<file path="config.mk">
export PLATFORM = sky130hd
export DESIGN_NAME = wdldSupervisor
export DESIGN_NICKNAME = d
export VERILOG_FILES = /design/src/rtl/wdldPkg.sv /design/src/rtl/wdldCounter.sv /design/src/rtl/wdldDatapath.sv /design/src/rtl/wdldCtrl.sv /design/src/rtl/wdldSupervisor.sv
export SDC_FILE = /design/constraint.sdc
export NUM_CORES = 1
export LEC_CHECK = 0
export ABC_AREA = 1
export BUFFER_PORTS_ARGS = -buffer_cell sky130_fd_sc_hd__buf_2
export CAP_MARGIN = 20
export CORE_MARGIN = 3
export CORE_UTILIZATION = 59
export DETAILED_ROUTE_END_ITERATION = 8
export PLACE_DENSITY = 0.79
export SLEW_MARGIN = 10
export SYNTH_ARGS = -nofsm -noshare
export SYNTH_HDL_FRONTEND = slang
export SYNTH_HIERARCHICAL = 1
export SYNTH_SLANG_ARGS = --single-unit
</file>
<file path="constraint.sdc">
create_clock -name clk -period 2.6 [get_ports clk]
set_clock_uncertainty 0.15 [all_clocks]
set_input_delay 0.13 -clock clk [delete_from_list [all_inputs] [get_ports clk]]
set_output_delay 0.13 -clock clk [all_outputs]
set_load 0.03 [all_outputs]
</file>
<file path="src/rtl/wdldPkg.sv">
package wdldPkg;

  // Strobes from control to the timer datapath
  typedef struct packed {
    logic clrAll;   // force both counters to zero this edge
    logic advance;  // one time-base tick elapsed
  } tmrStrobe_t;

  localparam int WD_SEL_W    = 3;
  localparam int LD_SEL_W    = 2;
  localparam int WD_TOP_CODE = 5;  // highest watchdog code that is enabled
  localparam int LD_BASE_SH  = 1;  // longdog code 1 -> shift of 2 (4 units)

endpackage

</file>
<file path="src/rtl/wdldCounter.sv">
module wdldCounter
  import wdldPkg::*;
#(
  parameter int CW = 8
) (
  input  logic          clk,
  input  logic          rstN,
  input  tmrStrobe_t    strobe,
  input  logic          enable,
  input  logic [CW-1:0] limit,
  output logic          atEnd
);

  logic [CW-1:0] cnt;

  // limit is at least one tick whenever enable is high
  assign atEnd = enable && (cnt >= limit - CW'(1));

  always_ff @(posedge clk) begin
    if (!rstN) begin
      cnt <= '0;
    end else if (strobe.clrAll || !enable) begin
      cnt <= '0;
    end else if (strobe.advance) begin
      cnt <= atEnd ? '0 : cnt + CW'(1);
    end
  end

  // a timer selected off sits at zero
  a_r4_off_holds_zero : assert property (@(posedge clk) disable iff (!rstN)
    $past(!enable) |-> (cnt == '0));

  // a clear strobe leaves the counter at zero
  a_r9_clear_zeroes : assert property (@(posedge clk) disable iff (!rstN)
    $past(strobe.clrAll) |-> (cnt == '0));

endmodule

</file>
<file path="src/rtl/wdldDatapath.sv">
module wdldDatapath
  import wdldPkg::*;
#(
  parameter int UNIT_TICKS = 4
) (
  input  logic                clk,
  input  logic                rstN,
  input  tmrStrobe_t          strobe,
  input  logic [WD_SEL_W-1:0] wdSel,
  input  logic [LD_SEL_W-1:0] ldSel,
  output logic                wdAtEnd,
  output logic                ldAtEnd
);

  localparam int MAX_TICKS = UNIT_TICKS << 4;
  localparam int CW        = $clog2(MAX_TICKS + 1);
  localparam int NTMR      = 2;

  logic [NTMR-1:0] tEn;
  logic [NTMR-1:0] tEnd;
  logic [CW-1:0]   tLim [NTMR];

  // Period decode: index 0 is the watchdog, index 1 the longdog
  always_comb begin
    tEn[0]  = (wdSel != '0) && (wdSel <= WD_SEL_W'(WD_TOP_CODE));
    tLim[0] = tEn[0] ? (CW'(UNIT_TICKS) << (wdSel - WD_SEL_W'(1))) : '0;
    tEn[1]  = (ldSel != '0);
    tLim[1] = tEn[1] ? (CW'(UNIT_TICKS) << ({1'b0, ldSel} + 3'(LD_BASE_SH))) : '0;
  end

  for (genvar i = 0; i < NTMR; i++) begin : g_tmr
    wdldCounter #(.CW(CW)) u_cnt (
      .clk    (clk),
      .rstN   (rstN),
      .strobe (strobe),
      .enable (tEn[i]),
      .limit  (tLim[i]),
      .atEnd  (tEnd[i])
    );
  end

  assign wdAtEnd = tEnd[0];
  assign ldAtEnd = tEnd[1];

endmodule

</file>
<file path="src/rtl/wdldCtrl.sv">
module wdldCtrl
  import wdldPkg::*;
(
  input  logic       clk,
  input  logic       rstN,
  input  logic       svcPin,
  input  logic       swSvc,
  input  logic       rstReleased,
  input  logic       tick,
  input  logic       wdAtEnd,
  input  logic       ldAtEnd,
  output tmrStrobe_t strobe,
  output logic       wdIrq,
  output logic       ldRstReq
);

  logic svcPrev;
  logic svcEdge;
  logic clearReq;
  logic ldFire;
  logic wdFire;

  assign svcEdge  = svcPin && !svcPrev;
  assign clearReq = svcEdge || swSvc || rstReleased;
  assign ldFire   = tick && ldAtEnd && !clearReq && !ldRstReq;
  assign wdFire   = tick && wdAtEnd && !clearReq && !ldRstReq && !ldFire;

  always_comb begin
    strobe.clrAll  = clearReq || ldFire || ldRstReq;
    strobe.advance = tick;
  end

  always_ff @(posedge clk) begin
    if (!rstN) begin
      svcPrev  <= 1'b1;
      wdIrq    <= 1'b0;
      ldRstReq <= 1'b0;
    end else begin
      svcPrev <= svcPin;
      wdIrq   <= wdFire && !svcPin;
      if (clearReq)    ldRstReq <= 1'b0;
      else if (ldFire) ldRstReq <= 1'b1;
    end
  end

  // an interrupt never follows a cycle where the service pin was high
  a_r7_masked_when_high : assert property (@(posedge clk) disable iff (!rstN)
    wdIrq |-> !$past(svcPin));

  // no interrupt while a longdog reset is pending
  a_r8_no_irq_in_reset : assert property (@(posedge clk) disable iff (!rstN)
    ldRstReq |-> !wdIrq);

  // interrupts only arise from a time-base tick
  a_r6_irq_on_tick : assert property (@(posedge clk) disable iff (!rstN)
    wdIrq |-> $past(tick));

  // reset request only rises on a tick
  a_r8_rise_on_tick : assert property (@(posedge clk) disable iff (!rstN)
    $rose(ldRstReq) |-> $past(tick));

  // reset request drops only on a release event
  a_r9_release_cause : assert property (@(posedge clk) disable iff (!rstN)
    $fell(ldRstReq) |-> ($past(swSvc) || $past(rstReleased) ||
                         ($past(svcPin) && !$past(svcPin, 2))));

endmodule

</file>
<file path="src/rtl/wdldSupervisor.sv">
module wdldSupervisor
  import wdldPkg::*;
#(
  parameter int UNIT_TICKS = 4
) (
  input  logic                clk,
  input  logic                rstN,
  input  logic                svcPin,
  input  logic                swSvc,
  input  logic                rstReleased,
  input  logic                tick,
  input  logic [WD_SEL_W-1:0] wdSel,
  input  logic [LD_SEL_W-1:0] ldSel,
  output logic                wdIrq,
  output logic                ldRstReq
);

  tmrStrobe_t strobe;
  logic       wdAtEnd;
  logic       ldAtEnd;

  wdldCtrl u_ctrl (
    .clk         (clk),
    .rstN        (rstN),
    .svcPin      (svcPin),
    .swSvc       (swSvc),
    .rstReleased (rstReleased),
    .tick        (tick),
    .wdAtEnd     (wdAtEnd),
    .ldAtEnd     (ldAtEnd),
    .strobe      (strobe),
    .wdIrq       (wdIrq),
    .ldRstReq    (ldRstReq)
  );

  wdldDatapath #(.UNIT_TICKS(UNIT_TICKS)) u_dp (
    .clk     (clk),
    .rstN    (rstN),
    .strobe  (strobe),
    .wdSel   (wdSel),
    .ldSel   (ldSel),
    .wdAtEnd (wdAtEnd),
    .ldAtEnd (ldAtEnd)
  );

  // both outputs never start on the same edge
  a_r11_longdog_wins : assert property (@(posedge clk) disable iff (!rstN)
    !(wdIrq && $rose(ldRstReq)));

endmodule

</file>
==> flow_summary.yaml <==
outcome:
  status: "finished, final reports clean"
routing:
  routed_wl_um: 2810
  wl_per_cell_um: 9.66
  drc: 0
  via_count: 1371
  ant_nets: 0
  first_iter_violations: 71
  drt_pass1_iterations: 6
  avgViaCountPerCell: 4.71
run:
  cap_violations: 0
cts:
  clkLatencyLatePin_ns: 0.29
  clkSlewWorstSetupHoldPaths_ns: 0.09
  cts_root_buf: "clkbuf_4"
  htree_levels: 1
  cts_tree: "yes"
  cts_buffer_depth: 2
  cts_made_buffers: 3
  clock_sinks: 17
  cts_setup_buffers: 0
worst_setup_path:
  crit_buf_inv: 6
  crit_type: "primary input to flip-flop"
  slowest_stage: "ha_1"
  crit_path_frequent_cell: "inv_1"
  cpLargestDelayFamily: "simple AND/OR/NAND/NOR gates"
  cp-start-kind: "primary input"
  crit_required_ns: 2.69
  max_stage_delay_ns: 0.26
  critPathArrivalTime_ns: 2.38
  cp-end-kind: "flip-flop"
  cp_max_fo: 6
  path_cells: "buf_2 -> inv_1 -> nor2_2 -> nor3_2 -> xor2_1 -> inv_1 -> ha_1 -> nand2_1 -> inv_1 -> a21oi_1 -> nand3_1 -> and2_1 -> nand2_1 -> nand3_1 -> nor2_1 -> inv_1 -> nor3_1 -> nand2_1 -> inv_1"
floorplanning:
  rows: 17
  die_area_sq_mm: 0.00317
  die_y_um: 56.3
  die_w_um: 56.3
  core_sq_mm: 0.00230
  io_pins: 13
  initial_core_util_pct: 65.0
pwr:
  p_leak_nw: 0.934
  finalPower_mw: 0.522
  ir_drop_v: 0.000469
  pwr_density_cell_mw_per_mm2: 305
timing:
  fin_crit_ns: 2.29
  maxSlewViolCount: 0
  fmax_ghz: 0.437
  hold_viol: 0
  finalSetupViolations: 0
  period_share_pct: 87.9
  setup_slack_ns: 0.314
  whs_ns: 0.0505
  tns_ns: 0
logic_synthesis:
  synth_area_leaders: "dfxtp_1 23%, ha_1 15%, nand2_1 15%, inv_1 11%, nor2_1 7.0%"
  syn_area_sq_mm: 0.00149
  yosysSeqAreaShare_pct: 22.8
  synth_top_area_share_pct: 22.8
  synth_area_leader_cell: "dfxtp_1"
  syn-instance-count: 232
  synth_seq_cells: 17
  synth.distinct_cells: 19
  avgSynthCellArea_sq_um: 6.43
  yosysWarnings: 6
layout:
  antenna_cells: 0
  syn_to_final_growth_pct: 14.6
  drive_gt1_share_pct: 11.0
  fin_util_pct: 74.5
  layout_commonest_cell: "nand2_1"
  finalNetCount: 293
  final_cell_mix: "58 x nand2_1, 43 x inv_1, 27 x nor2_1, 18 x ha_1, 17 x dfxtp_1"
grt:
  antenna_found_initial: 0
  track_usage_pct: 19.3
  grt_pass1_vias: 1309
  grt_max_degree: 15
  grt.overflow.total: 0
  grt_pass1_wl_um: 5010
placement:
  dp_slack_ns: -0.0397
  gp_congestion: 0.828
  dpl.hpwl_um: 2160
  port_buffers: 12
worst_hold_path:
  hold_path.class: "primary input to flip-flop"
## sequential cells by signal (all words and copies together) (netlist names)
name / cells
u_ctrl/wdIrq: 1
u_dp/g_tmr.u_cnt/cnt: 14
u_ctrl/svcPrev: 1
u_ctrl/ldRstReq: 1
## layout make-up
cell class / count / area [sq um]
Inverter: 43 / 161
Timing Repair Buffer: 17 / 110
Tap cell: 28 / 35.0
Clock buffer: 4 / 26.3
Multi-Input combinational cell: 182 / 1040
Fill cell: 211 / 587
Sequential cell: 17 / 340
## what timing repair did
action,CTS,global route
endpoints found under the hold margin,2,0
endpoints found under the setup margin,0,4
gates resized for setup,0,3
hold buffers,5,0
## worst register-to-register path, stage by stage, from the launching register on
cell and delay, ns:
dfxtp_1 0.34, ha_1 0.31, nand2_1 0.09, inv_1 0.06, a21oi_1 0.13, nand3_1 0.13
and2_1 0.16, nand2_1 0.07, nand3_1 0.10, nor2_1 0.18, inv_1 0.13, nor3_1 0.20
nand2_1 0.07, inv_1 0.05
## Yosys cell counts, drive strengths merged
cell / n
nand3: 18
nand2: 60
nor3: 8
mux2i: 2
dfxtp: 17
inv: 43
xnor2: 8
buf: 1
xor2: 8
a21oi: 9
nor2: 34
ha: 18
and2: 3
nor3b: 2
conb: 1
## worst paths after layout
path / slack [ns] / from / to / cells after the start
hold reg to reg: 0.37 / u_ctrl/ldRstReq$_SDFFE_PP0P_ / u_ctrl/ldRstReq$_SDFFE_PP0P_ / 2
setup reg to reg: 0.39 / u_dp/g_tmr[1].u_cnt/cnt[6]$_SDFFE_PP0P_ / u_dp/g_tmr[0].u_cnt/cnt[4]$_SDFFE_PP0P_ / 13
hold / removal: 0.05 / rstN / u_dp/g_tmr[1].u_cnt/cnt[1]$_SDFFE_PP0P_ / 5
setup / recovery: 0.31 / ldSel[0] / u_dp/g_tmr[0].u_cnt/cnt[4]$_SDFFE_PP0P_ / 19
## routing by layer
| metal | track usage, % | part of all wire, % | vias to the layer above | wire (um) |
|---|---|---|---|---|
| li1 | - | - | 767 | - |
| met1 | 21.7 | 45 | 581 | 1260 |
| met2 | 35.9 | 50 | 19 | 1420 |
| met3 | 4.37 | 3.3 | 4 | 94 |
| met4 | 5.42 | 1.2 | 0 | 35 |
| met5 | 0 | 0 | - | 0 |
## stage by stage
| step | cells | instance area, sq um |
|---|---|---|
| after floorplan | 243 | 1530 |
| after global placement | 282 | 1620 |
| after detailed placement | 282 | 1620 |
| after CTS | 291 | 1700 |
| after global routing | 291 | 1710 |
| final | 291 | 1710 |
## cells by family (layout without fill, tap and decap cells)
kind of cell | after synthesis | after routing | share of synthesized area (%)
AND/OR/NAND/NOR | 125 | 125 | 36.8
buffers and inverters | 44 | 64 | 11.3
adder cells (fa/ha/maj) | 18 | 18 | 15.1
flip-flops | 17 | 17 | 22.8
XOR/XNOR | 16 | 16 | 9.39
AO/OA/AOI/OAI | 9 | 9 | 3.02
multiplexers | 2 | 2 | 1.34
other | 1 | 12 | 0.251
## where the power goes
part | leakage (nW) | switching, mW | internal (mW) | total, mW
clock network | 0.0150 | 0.0811 | 0.0598 | 0.141
registers | 0.137 | 0.00107 | 0.262 | 0.263
logic | 0.782 | 0.0686 | 0.0493 | 0.118
(Power assumes the default switching activity.)
